[config.mk]
export PLATFORM = sky130hd
export DESIGN_NAME = sw_refresh_seq
export DESIGN_NICKNAME = d
export VERILOG_FILES = /design/src/rtl/srs_pkg.sv /design/src/rtl/srs_spi_shift.sv /design/src/rtl/srs_frame_enc.sv /design/src/rtl/sw_refresh_seq.sv
export SDC_FILE = /design/constraint.sdc
export NUM_CORES = 1
export LEC_CHECK = 0
export ABC_AREA = 1
export BUFFER_PORTS_ARGS = -buffer_cell sky130_fd_sc_hd__buf_2
export CAP_MARGIN = 30
export CORE_ASPECT_RATIO = 2
export CORE_MARGIN = 5
export CORE_UTILIZATION = 38
export DETAILED_ROUTE_END_ITERATION = 8
export GPL_TIMING_DRIVEN = 0
export PLACE_DENSITY = 0.61
export SETUP_SLACK_MARGIN = 0.15
export SLEW_MARGIN = 5
export SYNTH_ARGS = -nofsm -noshare
export SYNTH_HDL_FRONTEND = slang
export SYNTH_SLANG_ARGS = --single-unit
[constraint.sdc]
create_clock -name clk_i -period 3.45 [get_ports clk_i]
set_input_delay 0.69 -clock clk_i [delete_from_list [all_inputs] [get_ports clk_i]]
set_output_delay 0.69 -clock clk_i [all_outputs]
set_load 0.01 [all_outputs]
[src/rtl/srs_pkg.sv]
package srs_pkg;
  typedef enum logic [2:0] {ST_RLO, ST_RWAIT, ST_BOOT, ST_CYC, ST_IDLE, ST_FAIL} seq_st_e;

  localparam logic [7:0]  CMD_OR_LO  = 8'h30;
  localparam logic [7:0]  CMD_OR_HI  = 8'h3F;
  localparam logic [7:0]  CMD_AND_LO = 8'hF0;
  localparam logic [7:0]  CMD_AND_HI = 8'hFF;
  localparam logic [7:0]  CMD_ECHO   = 8'hA0;
  localparam logic [7:0]  CMD_RDBK   = 8'hC0;
  localparam logic [15:0] LOOP_PAT   = 16'h5555;
  localparam logic [15:0] DIRECT_OK  = 16'h0F0F;

  localparam logic [2:0] FC_LOOP = 3'd1;
  localparam logic [2:0] FC_LOW  = 3'd2;
  localparam logic [2:0] FC_HIGH = 3'd3;

  // readback response -> channel map
  function automatic logic [15:0] rdbk_map(input logic [15:0] rx);
    return {4'h0, rx[15:12], 4'h0, rx[11:8]};
  endfunction

  // channel map -> parallel pin vector
  function automatic logic [7:0] pins_of(input logic [15:0] ch);
    return {ch[11:8], ch[3:0]};
  endfunction
endpackage

[src/rtl/srs_spi_shift.sv]
module srs_spi_shift #(
  parameter int HALF_DIV = 25,
  parameter int W        = 16
) (
  input  logic         clk_i,
  input  logic         rst_ni,
  input  logic         start_i,
  input  logic [W-1:0] tx_i,
  input  logic         miso_i,
  output logic         sclk_o,
  output logic         cs_no,
  output logic         mosi_o,
  output logic         done_o,
  output logic [W-1:0] rx_o
);
  localparam int DW = (HALF_DIV > 1) ? $clog2(HALF_DIV) : 1;
  localparam int PW = $clog2(2 * W);

  typedef enum logic [2:0] {SH_IDLE, SH_LEAD, SH_BITS, SH_TRAIL, SH_GAP} sh_e;

  sh_e           st_q;
  logic [DW-1:0] cnt_q;
  logic [PW-1:0] ph_q;
  logic [W-1:0]  tx_q, rx_q;
  logic          sclk_q, cs_q, mosi_q, done_q;
  logic          tick;

  assign tick = (cnt_q == DW'(HALF_DIV - 1));

  always_ff @(posedge clk_i or negedge rst_ni) begin
    if (!rst_ni) begin
      st_q   <= SH_IDLE;
      cnt_q  <= '0;
      ph_q   <= '0;
      tx_q   <= '0;
      rx_q   <= '0;
      sclk_q <= 1'b0;
      cs_q   <= 1'b1;
      mosi_q <= 1'b0;
      done_q <= 1'b0;
    end else begin
      done_q <= 1'b0;
      if (st_q == SH_IDLE) cnt_q <= '0;
      else                 cnt_q <= tick ? '0 : cnt_q + DW'(1);
      case (st_q)
        SH_IDLE: if (start_i) begin
          tx_q <= tx_i;
          cs_q <= 1'b0;
          st_q <= SH_LEAD;
        end
        SH_LEAD: if (tick) begin
          ph_q <= '0;
          st_q <= SH_BITS;
        end
        SH_BITS: if (tick) begin
          ph_q <= ph_q + PW'(1);
          if (!ph_q[0]) begin
            // rising edge: launch next bit
            sclk_q <= 1'b1;
            mosi_q <= tx_q[W-1];
            tx_q   <= {tx_q[W-2:0], 1'b0};
          end else begin
            // falling edge: capture
            sclk_q <= 1'b0;
            rx_q   <= {rx_q[W-2:0], miso_i};
            if (ph_q == PW'(2 * W - 1)) st_q <= SH_TRAIL;
          end
        end
        SH_TRAIL: if (tick) begin
          cs_q   <= 1'b1;
          mosi_q <= 1'b0;
          st_q   <= SH_GAP;
        end
        SH_GAP: if (tick) begin
          done_q <= 1'b1;
          st_q   <= SH_IDLE;
        end
        default: st_q <= SH_IDLE;
      endcase
    end
  end

  assign sclk_o = sclk_q;
  assign cs_no  = cs_q;
  assign mosi_o = mosi_q;
  assign done_o = done_q;
  assign rx_o   = rx_q;
endmodule

[src/rtl/srs_frame_enc.sv]
module srs_frame_enc
  import srs_pkg::*;
(
  input  seq_st_e     st_i,
  input  logic [2:0]  idx_i,
  input  logic [15:0] word_i,
  output logic [15:0] tx_o
);
  always_comb begin
    tx_o = 16'h0000;
    if (st_i == ST_BOOT) begin
      case (idx_i)
        3'd0:    tx_o = {CMD_ECHO, 8'h00};
        3'd1:    tx_o = LOOP_PAT;
        3'd2:    tx_o = {CMD_AND_LO, 8'h00};
        3'd3:    tx_o = {CMD_AND_HI, 8'h00};
        default: tx_o = {CMD_RDBK, 8'h00};
      endcase
    end else if (st_i == ST_CYC) begin
      tx_o = (idx_i == 3'd0) ? {CMD_OR_LO, word_i[7:0]} : {CMD_OR_HI, word_i[15:8]};
    end
  end
endmodule

[src/rtl/sw_refresh_seq.sv]
module sw_refresh_seq
  import srs_pkg::*;
#(
  parameter int HALF_DIV     = 25,
  parameter int RST_LO_CYC   = 250000,
  parameter int RST_WAIT_CYC = 2500000,
  parameter int POLL_CYC     = 2500000
) (
  input  logic        clk_i,
  input  logic        rst_ni,
  input  logic        wr_en_i,
  input  logic [15:0] wr_data_i,
  input  logic [15:0] dmask_i,
  input  logic        miso_i,
  output logic        sclk_o,
  output logic        cs_no,
  output logic        mosi_o,
  output logic        drst_no,
  output logic [7:0]  par_o,
  output logic        busy_o,
  output logic        ready_o,
  output logic        fail_o,
  output logic [2:0]  fail_code_o,
  output logic [15:0] diag_lo_o,
  output logic [15:0] diag_hi_o,
  output logic [15:0] cached_o
);
  localparam int FRAME_W = 16;
  localparam int T_A     = (RST_LO_CYC > RST_WAIT_CYC) ? RST_LO_CYC : RST_WAIT_CYC;
  localparam int T_MAX   = (T_A > POLL_CYC) ? T_A : POLL_CYC;
  localparam int TW      = $clog2(T_MAX + 1);

  seq_st_e     st_q;
  logic [TW-1:0] tmr_q;
  logic [2:0]  idx_q;
  logic        inflight_q, pend_q, trig_q, par_hi_q, cyc3_q, up_q;
  logic [2:0]  fcode_q;
  logic [15:0] req_q, out_q, cached_q, dlo_q, dhi_q;

  logic [15:0] msk, req_nxt, rx_w, rx_map, tx_w, chan;
  logic        wr_hit, poll_hit, sh_start, sh_done;

  assign msk      = dmask_i & DIRECT_OK;
  assign req_nxt  = wr_en_i ? wr_data_i : req_q;
  assign wr_hit   = wr_en_i && (((wr_data_i ^ req_q) & ~msk) != 16'h0000);
  assign poll_hit = (tmr_q == TW'(POLL_CYC - 1));
  assign sh_start = ((st_q == ST_BOOT) || (st_q == ST_CYC)) && !inflight_q;
  assign rx_map   = rdbk_map(rx_w) & msk;

  srs_frame_enc u_enc (
    .st_i  (st_q),
    .idx_i (idx_q),
    .word_i(out_q),
    .tx_o  (tx_w)
  );

  srs_spi_shift #(.HALF_DIV(HALF_DIV), .W(FRAME_W)) u_shift (
    .clk_i  (clk_i),
    .rst_ni (rst_ni),
    .start_i(sh_start),
    .tx_i   (tx_w),
    .miso_i (miso_i),
    .sclk_o (sclk_o),
    .cs_no  (cs_no),
    .mosi_o (mosi_o),
    .done_o (sh_done),
    .rx_o   (rx_w)
  );

  always_ff @(posedge clk_i or negedge rst_ni) begin
    if (!rst_ni) begin
      st_q       <= ST_RLO;
      tmr_q      <= '0;
      idx_q      <= '0;
      inflight_q <= 1'b0;
      pend_q     <= 1'b0;
      trig_q     <= 1'b0;
      par_hi_q   <= 1'b0;
      cyc3_q     <= 1'b0;
      up_q       <= 1'b0;
      fcode_q    <= '0;
      req_q      <= '0;
      out_q      <= '0;
      cached_q   <= '0;
      dlo_q      <= '0;
      dhi_q      <= '0;
    end else begin
      if (wr_en_i) req_q <= wr_data_i;
      if (sh_start)     inflight_q <= 1'b1;
      else if (sh_done) inflight_q <= 1'b0;

      case (st_q)
        ST_RLO: begin
          if (tmr_q == TW'(RST_LO_CYC - 1)) begin
            tmr_q <= '0;
            st_q  <= ST_RWAIT;
          end else tmr_q <= tmr_q + TW'(1);
        end
        ST_RWAIT: begin
          if (tmr_q == TW'(RST_WAIT_CYC - 1)) begin
            tmr_q <= '0;
            idx_q <= '0;
            st_q  <= ST_BOOT;
          end else tmr_q <= tmr_q + TW'(1);
        end
        ST_BOOT: begin
          if (wr_hit) trig_q <= 1'b1;
          if (sh_done) begin
            idx_q <= idx_q + 3'd1;
            case (idx_q)
              3'd1: if (rx_w != LOOP_PAT) begin
                st_q    <= ST_FAIL;
                fcode_q <= FC_LOOP;
              end
              3'd3: dlo_q <= rx_w;
              3'd4: dhi_q <= rx_w;
              3'd5: begin
                if (rx_map != 16'h0000) begin
                  st_q    <= ST_FAIL;
                  fcode_q <= FC_LOW;
                end else par_hi_q <= 1'b1;
              end
              3'd6: begin
                if (rx_map != msk) begin
                  st_q    <= ST_FAIL;
                  fcode_q <= FC_HIGH;
                end else begin
                  st_q   <= ST_CYC;
                  idx_q  <= '0;
                  cyc3_q <= !pend_q;
                  out_q  <= req_nxt & ~msk;
                  trig_q <= 1'b0;
                end
              end
              default: ;
            endcase
          end
        end
        ST_CYC: begin
          if (wr_hit) trig_q <= 1'b1;
          if (sh_done) begin
            idx_q <= idx_q + 3'd1;
            if (idx_q == 3'd0) begin
              if (!cyc3_q) dhi_q <= rx_w;
            end else if (idx_q == 3'd1) begin
              dlo_q <= rx_w;
              if (!cyc3_q) begin
                st_q     <= ST_IDLE;
                cached_q <= out_q;
                pend_q   <= 1'b1;
                up_q     <= 1'b1;
                tmr_q    <= '0;
              end
            end else begin
              dhi_q    <= rx_w;
              st_q     <= ST_IDLE;
              cached_q <= out_q;
              pend_q   <= 1'b1;
              up_q     <= 1'b1;
              tmr_q    <= '0;
            end
          end
        end
        ST_IDLE: begin
          if (trig_q || wr_hit || poll_hit) begin
            st_q   <= ST_CYC;
            idx_q  <= '0;
            cyc3_q <= !pend_q;
            out_q  <= req_nxt & ~msk;
            trig_q <= 1'b0;
            tmr_q  <= '0;
          end else tmr_q <= tmr_q + TW'(1);
        end
        default: ;
      endcase
    end
  end

  always_comb begin
    if (st_q == ST_FAIL) chan = 16'h0000;
    else if (up_q)       chan = req_q & msk;
    else if (par_hi_q)   chan = msk;
    else                 chan = 16'h0000;
  end

  assign par_o       = pins_of(chan);
  assign drst_no     = (st_q != ST_RLO);
  assign busy_o      = (st_q == ST_CYC);
  assign ready_o     = up_q;
  assign fail_o      = (st_q == ST_FAIL);
  assign fail_code_o = fcode_q;
  assign diag_lo_o   = dlo_q;
  assign diag_hi_o   = dhi_q;
  assign cached_o    = cached_q;
endmodule

==> metrics.csv, run 1 <==
stage;metric;value;unit
cells_and_area;nets;1231;
cts;CTS resizes;0;
yosys;yosys warns;0;
timing;WHS;0.1987;ns
yosys;synth cell count leaders;nand2_1, dfrtp_1, inv_1, nor2_1, o21ai_0;
pwr;IR drop worst, VDD;0.3269;mV
worst_setup_path;total stage count of the critical path;5;
cells_and_area;number of diodes;0;
floorplan;Initial Util;0.3812;
cts;CTS tree;yes;
cells_and_area;fin util;0.4465;
timing;Final WS setup;0.6349;ns
cts;clock-pin slew on the worst setup and hold paths;0.07;ns
timing;fin crit share;0.8160;
cts;# hold bufs at CTS;0;
timing;final setup fails;0;
route;Routed WL per cell;15.53;um
pwr;Final Power;0.004057;W
yosys;library cells used by synthesis;49;
yosys;Mapped Cells;1074;
cts;Max Root-Sink Buffers;2;
timing;final setup skew;0.01322;ns
worst_setup_path;CP Capture Type;output port;
cts;TritonCTS Buffers;17;
floorplan;I/O pins;102;
floorplan;core footprint;21970;sq um
floorplan;FP Rows;77;
timing;endpoints failing hold;0;
placed_design;I/O Buffers;91;
cells_and_area;Area growth syn-to-layout;17.11;%
timing;Rel. slew slack;0.5254;
hold_path;HP Class;primary input to asynchronous set/reset pin;
yosys;Area contributors post-synth;dfrtp_1, nand2_1, o21ai_0;
worst_setup_path;FF-to-FF End;u_shift.rx_o[11]$_DFFE_PN0P_;
route;DR pass1 iterations;5;
pwr;Leakage Power;5.072;nW
cts;Root Buffer;clkbuf_16;
cts;# clock sinks;164;
global_routing;number of global-route vias before repair;7501;
cells_and_area;proportion of layout cells with a drive suffix above 1;0.1612;
timing;unrepaired setup endpoints after global routing;no;
route;total wire length;22880;um
global_routing;initial antenna violation count;0;
worst_setup_path;Critical Path RT;2.76;ns
pwr;pwr dens;413.7;nW/um^2
yosys;most numerous cell in the Yosys netlist;nand2_1;
route;number of routed nets with antenna violations;0;
cts;setup bufs post-CTS;0;
yosys;post-synth top area cell;dfrtp_1;
cts;Clk Latency, worst-skew pair;0.44;ns
worst_setup_path;Worst Path Arrival;2.13;ns
worst_setup_path;crit path cell chain;clkbuf_1, nor2_1, a21oi_1, nor3b_1, buf_2;
worst_setup_path;CP max FO;10;
yosys;top cell type's share of synthesized area;0.4871;
yosys;Synth Flop Type;dfrtp_1;
global_routing;first-pass GRT wire length;37560;um
worst_setup_path;reg2reg setup slack;1.25;ns
worst_setup_path;Crit Path Class;flop to output port;
cts;H-tree depth;4;
floorplan;Die Height;219.9;um
yosys;number of flops mapped to enable cells by yosys;0;
cells_and_area;Fill cells;2285;
route;initial drt markers;287;
route;vias per cell;4.974;
worst_setup_path;Reg-to-Reg Start;u_shift.cnt_q[0]$_DFF_PN0_;
global_routing;GRT Util Overall;0.1892;
floorplan;die area;25290;sq um
yosys;ys async rst share;1.000;
floorplan;Die W;115.0;um
job;max-cap viol count;0;
yosys;sequential fraction of the synthesis area;0.4902;
yosys;mapped cell area;8374;sq um
global_routing;total grt overflow;0;
worst_setup_path;Startpoint Class;flop;
yosys;syn nets;1120;
timing;Least-Margin Pin Slew;0.7080;ns
route;via count;7327;
yosys;Synth Register Bits;164;
yosys;syn avg cell area;7.797;sq um
route;drc violations;0;
placed_design;DP HPWL;17740;um
worst_setup_path;CP bufs+invs;2;
timing;fmax;355.2;MHz
timing;post-route minimum period;2.815;ns
worst_setup_path;Worst R2R Path Depth;11;
placed_design;Setup WS pre-CTS;1.059;ns
run_status;status;completed;
timing;pins over their slew limit;0;
worst_setup_path;CP top delay family;simple AND/OR/NAND/NOR gates;
placed_design;GPL Wtd Cong;0.8985;
worst_setup_path;Crit-path slowest cell;nor2_1;
worst_setup_path;CP Launch Point;ready_o$_DFFE_PN0P_;
worst_setup_path;critical path's largest stage delay;0.52;ns
global_routing;largest net degree at the start of global routing;93;
==> how the worst max path moves through the flow <==
stage	slack, ns	endpoint
2_1_floorplan	1.45	par_o[1]
3_3_place_gp	-1.00	diag_hi_o[7]$_DFFE_PN0P_
3_5_place_dp	1.06	par_o[4]
4_1_cts	0.57	par_o[4]
5_1_grt	0.42	par_o[4]
6_report	0.63	par_o[1]
==> flip-flops by register name, summed over array words and instances, names as in the netlist, 2 cells and up <==
register and count:
out_q 16, u_shift.st_q 3, cached_o 16, diag_hi_o 16
u_shift.tx_q 16, fail_code_o 2, u_shift.rx_o 16, tmr_q 22
st_q 3, diag_lo_o 16, u_shift.cnt_q 5, req_q 16
idx_q 3, u_shift.ph_q 5
==> layout make-up <==
type | instances | area (sq um) | share of cell area
Sequential cell | 164 | 4105 | 0.4186
Clock inverter | 14 | 168.9 | 0.01722
Clock buffer | 17 | 425.4 | 0.04338
Timing Repair Buffer | 92 | 493.0 | 0.05027
Multi-Input combinational cell | 753 | 3631 | 0.3702
Tap cell | 276 | 345.3 | 0.03521
Inverter | 126 | 473.0 | 0.04823
Buffer | 31 | 165.2 | 0.01684
==> layout by cell type, fill, tap and decap left out, types with 3 or more instances in the layout <==
cell type	count
a21oi_1	38
a2bb2oi_1	6
a31oi_1	3
buf_2	103
buf_6	3
clkbuf_1	11
clkbuf_16	17
dfrtp_1	163
ha_1	10
inv_1	112
inv_2	13
inv_6	5
nand2_1	343
nand2_2	7
nand2_4	3
nand3_1	49
nand4_1	16
nor2_1	94
nor2_2	6
nor2_4	6
nor3_1	16
nor3_2	3
nor3b_1	4
nor4_1	5
o211ai_1	3
o21ai_0	91
o21ai_1	10
o22ai_1	6
xnor2_1	3
xor2_1	10
==> layer usage <==
metal  global-route usage  up-vias  share of wire  routed length (um)
met5                    0        -              0                   0
met4              0.07912        0          0.034                 769
met3              0.03600       47          0.036                 826
met2               0.3629      125           0.56               12880
met1               0.1945     3495           0.37                8397
li1                     -     3660              -                   -
==> cell families (layout without fill, tap and decap cells) <==
kind of cell | Yosys count | after routing | share of synthesized area
other | 1 | 1 | 0.0004478
muxes | 2 | 2 | 0.003137
xor gates and xnor gates | 13 | 13 | 0.01360
AOI/OAI and AO/OA | 170 | 170 | 0.1137
adders and majority gates | 10 | 10 | 0.01494
DFF | 164 | 164 | 0.4902
buffers and inverters | 157 | 280 | 0.07620
and+or+nand+nor | 557 | 557 | 0.2878
==> per-stage QoR <==
| stage | area, sq um | setup TNS, ns | instances |
|---|---|---|---|
| after global routing | 9807 | 0 | 1473 |
| after floorplan | 8374 | 0 | 1074 |
| final | 9807 | 0 | 1473 |
| after CTS | 9807 | 0 | 1473 |
| after detailed placement | 9213 | 0 | 1442 |
| after global placement | 9175 | -160.73 | 1441 |
==> power by group <==
part	internal [W]	total, W	leakage [nW]	switching, W
clock	0.00109	0.00194	0.291	0.000857
sequential	0.00194	0.00195	2.12	0.0000129
combinational	0.0000481	0.000161	2.66	0.000113
Note: power is estimated with default switching activity, not from simulation.
==> inputs of run 2 (changes only) <==
--- a/config.mk
+++ b/config.mk
@@ -13,7 +13,7 @@
 export CORE_UTILIZATION = 38
 export DETAILED_ROUTE_END_ITERATION = 8
 export GPL_TIMING_DRIVEN = 0
-export PLACE_DENSITY = 0.61
+export PLACE_DENSITY = 0.63
 export SETUP_SLACK_MARGIN = 0.15
 export SLEW_MARGIN = 5
 export SYNTH_ARGS = -nofsm -noshare
==> constraint.sdc (replaced) <==
create_clock -name clk_i -period 2.55 [get_ports clk_i]
set_input_delay 0.51 -clock clk_i [delete_from_list [all_inputs] [get_ports clk_i]]
set_output_delay 0.51 -clock clk_i [all_outputs]
set_load 0.01 [all_outputs]
==> metrics.csv, run 2 (synthesized netlist as in run 1, its figures left out) <==
stage;metric;value;unit
global_routing;GRT Util Overall;0.1889;
pwr;Leakage Power;5.087;nW
cells_and_area;nets;1234;
global_routing;largest net degree at the start of global routing;105;
timing;Least-Margin Pin Slew;0.5498;ns
route;vias per cell;5.033;
floorplan;Die Height;219.9;um
worst_setup_path;CP Capture Type;output port;
cells_and_area;number of flip-flops in the largest register;22;
cts;TritonCTS Buffers;17;
timing;final setup skew;0.008557;ns
pwr;Net Sw Power;0.001292;W
cells_and_area;Top reg by flops;tmr_q;
cts;Root Buffer;clkbuf_16;
timing;fmax;430.8;MHz
route;DR pass1 iterations;4;
cells_and_area;commonest cells after routing, fill and taps aside;nand2_1, dfrtp_1, inv_1, buf_2, nor2_1;
cts;clock-pin slew on the worst setup and hold paths;0.07;ns
route;initial drt markers;259;
cells_and_area;number of diodes;0;
pwr;Flop pwr share;0.484;
timing;final setup fails;0;
route;number of routed nets with antenna violations;0;
placed_design;DP HPWL;17700;um
pwr;Clock power frac;0.477;
floorplan;I/O pins;102;
cts;H-tree depth;4;
cells_and_area;most common cell after layout, fill and taps aside;nand2_1;
cts;CTS tree;yes;
floorplan;FP Rows;77;
placed_design;GPL Wtd Cong;0.8783;
worst_setup_path;Critical Path RT;2.04;ns
floorplan;Initial Util;0.3812;
worst_setup_path;Startpoint Class;flop;
global_routing;total grt overflow;0;
cells_and_area;Fill cells;2294;
global_routing;M3 GR Usage;0.03462;
cells_and_area;Cell Count, Final, Fillers Out;1475;
route;Routed WL per cell;15.53;um
run_status;status;completed;
cells_and_area;Area growth syn-to-layout;17.66;%
floorplan;die area;25290;sq um
global_routing;initial antenna violation count;0;
global_routing;GR Util met2;0.3554;
cells_and_area;footprint of the multi-input gates;3650;sq um
pwr;pwr dens;554.4;nW/um^2
cells_and_area;register area;4105;sq um
placed_design;I/O Buffers;91;
global_routing;M1 GR Usage;0.1942;
floorplan;Die W;115.0;um
cells_and_area;fin util;0.4486;
cts;Clk Latency, worst-skew pair;0.43;ns
worst_setup_path;Crit Path Class;flop to output port;
timing;post-route minimum period;2.321;ns
timing;fin crit share;0.9103;
placed_design;placed instance count;1442;
pwr;internal power;0.004170;W
cells_and_area;proportion of layout cells with a drive suffix above 1;0.1643;
route;total wire length;22900;um
timing;Rel. slew slack;0.6334;
timing;unrepaired setup endpoints after global routing;no;
route;drc violations;0;
global_routing;global route hottest layer;met2;
pwr;IR drop worst, VDD;0.3919;mV
timing;endpoints failing hold;0;
pwr;Switching Fraction;0.2366;
global_routing;first-pass GRT wire length;37720;um
job;max-cap viol count;0;
pwr;Comb pwr share;0.040;
worst_setup_path;Worst Path Arrival;1.81;ns
timing;pins over their slew limit;0;
cts;Max Root-Sink Buffers;2;
timing;final setup TNS;0;ns
cts;# clock sinks;164;
worst_setup_path;CP max FO;9;
global_routing;number of global-route vias before repair;7651;
floorplan;core footprint;21970;sq um
hold_path;HP Class;primary input to asynchronous set/reset pin;
route;via count;7424;
run 2: through the flow:
step | instance area [sq um] | power, W | hold WS [ns] | worst slack (ns)
final | 9853 | 0.005462 | 0.01508 | 0.2288
after global routing | 9853 | 0.005648 | 0.04566 | 0.1506
after CTS | 9827 | 0.005507 | 0.02910 | 0.1556
after detailed placement | 9213 | 0.002914 | 0.4473 | 0.2874
after global placement | 9175 | 0.002904 | 0.4436 | -1.688
after floorplan | 8374 | 0.002781 | 0.2144 | 0.7264
run 2: path summary, 6_finish.rpt:
path,start,endpoint,slack [ns],cells after the start
max,st_q[2]$_DFFE_PN0P_,par_o[4],0.23,5
min,rst_ni,diag_lo_o[6]$_DFFE_PN0P_,0.02,1
max reg2reg,u_shift.cnt_q[0]$_DFF_PN0_,u_shift.rx_o[14]$_DFFE_PN0P_,0.34,11
min reg2reg,u_shift.cs_no$_DFFE_PN1P_,u_shift.cs_no$_DFFE_PN1P_,0.47,2
max in group asynchronous,rst_ni,u_shift.cs_no$_DFFE_PN1P_,1.63,2
min in group clk_i,miso_i,u_shift.rx_o[0]$_DFFE_PN0P_,0.30,3
run 2: per-layer routing:
layer	up-vias	wire length, um
li1	3670	-
met1	3543	8424
met2	155	12640
met3	56	857
met4	0	975
met5	-	0
run 2: cell type report:
class | instances | area share
clock buffers | 18 | 0.04457
repair buffers | 95 | 0.05359
clock inverters | 12 | 0.01486
multi-input cells | 753 | 0.3704
well taps | 276 | 0.03505
plain buffers | 31 | 0.01689
flip-flops and latches | 164 | 0.4166
inverters | 126 | 0.04800
run 2: repair_timing:
| action | 4_1_cts | 5_1_grt |
|---|---|---|
| setup endpoints to repair | 9 | 23 |
| setup buffers | 2 | 1 |
| hold buffers | 0 | 0 |
| cloned | 0 | 0 |
| gates resized for setup | 3 | 3 |
| pin swaps | 2 | 1 |
run 2: critical path, stage by stage, from the launching register on:
cell     delay (ns)
dfrtp_1        0.48
inv_1          0.21
nor3_4         0.07
buf_12         0.15
nor3_1         0.27
buf_2          0.19
run 2: power by group through the flow:
| stage | clock network (W) | logic, W | registers (W) |
|---|---|---|---|
| 5_1_grt | 0.00275 | 0.000253 | 0.00264 |
| 3_5_place_dp | 0 | 0.000223 | 0.00269 |
| 2_1_floorplan | 0 | 0.0000944 | 0.00269 |
| 6_report | 0.00260 | 0.000218 | 0.00264 |
| 3_3_place_gp | 0 | 0.000213 | 0.00269 |
| 4_1_cts | 0.00264 | 0.000224 | 0.00264 |
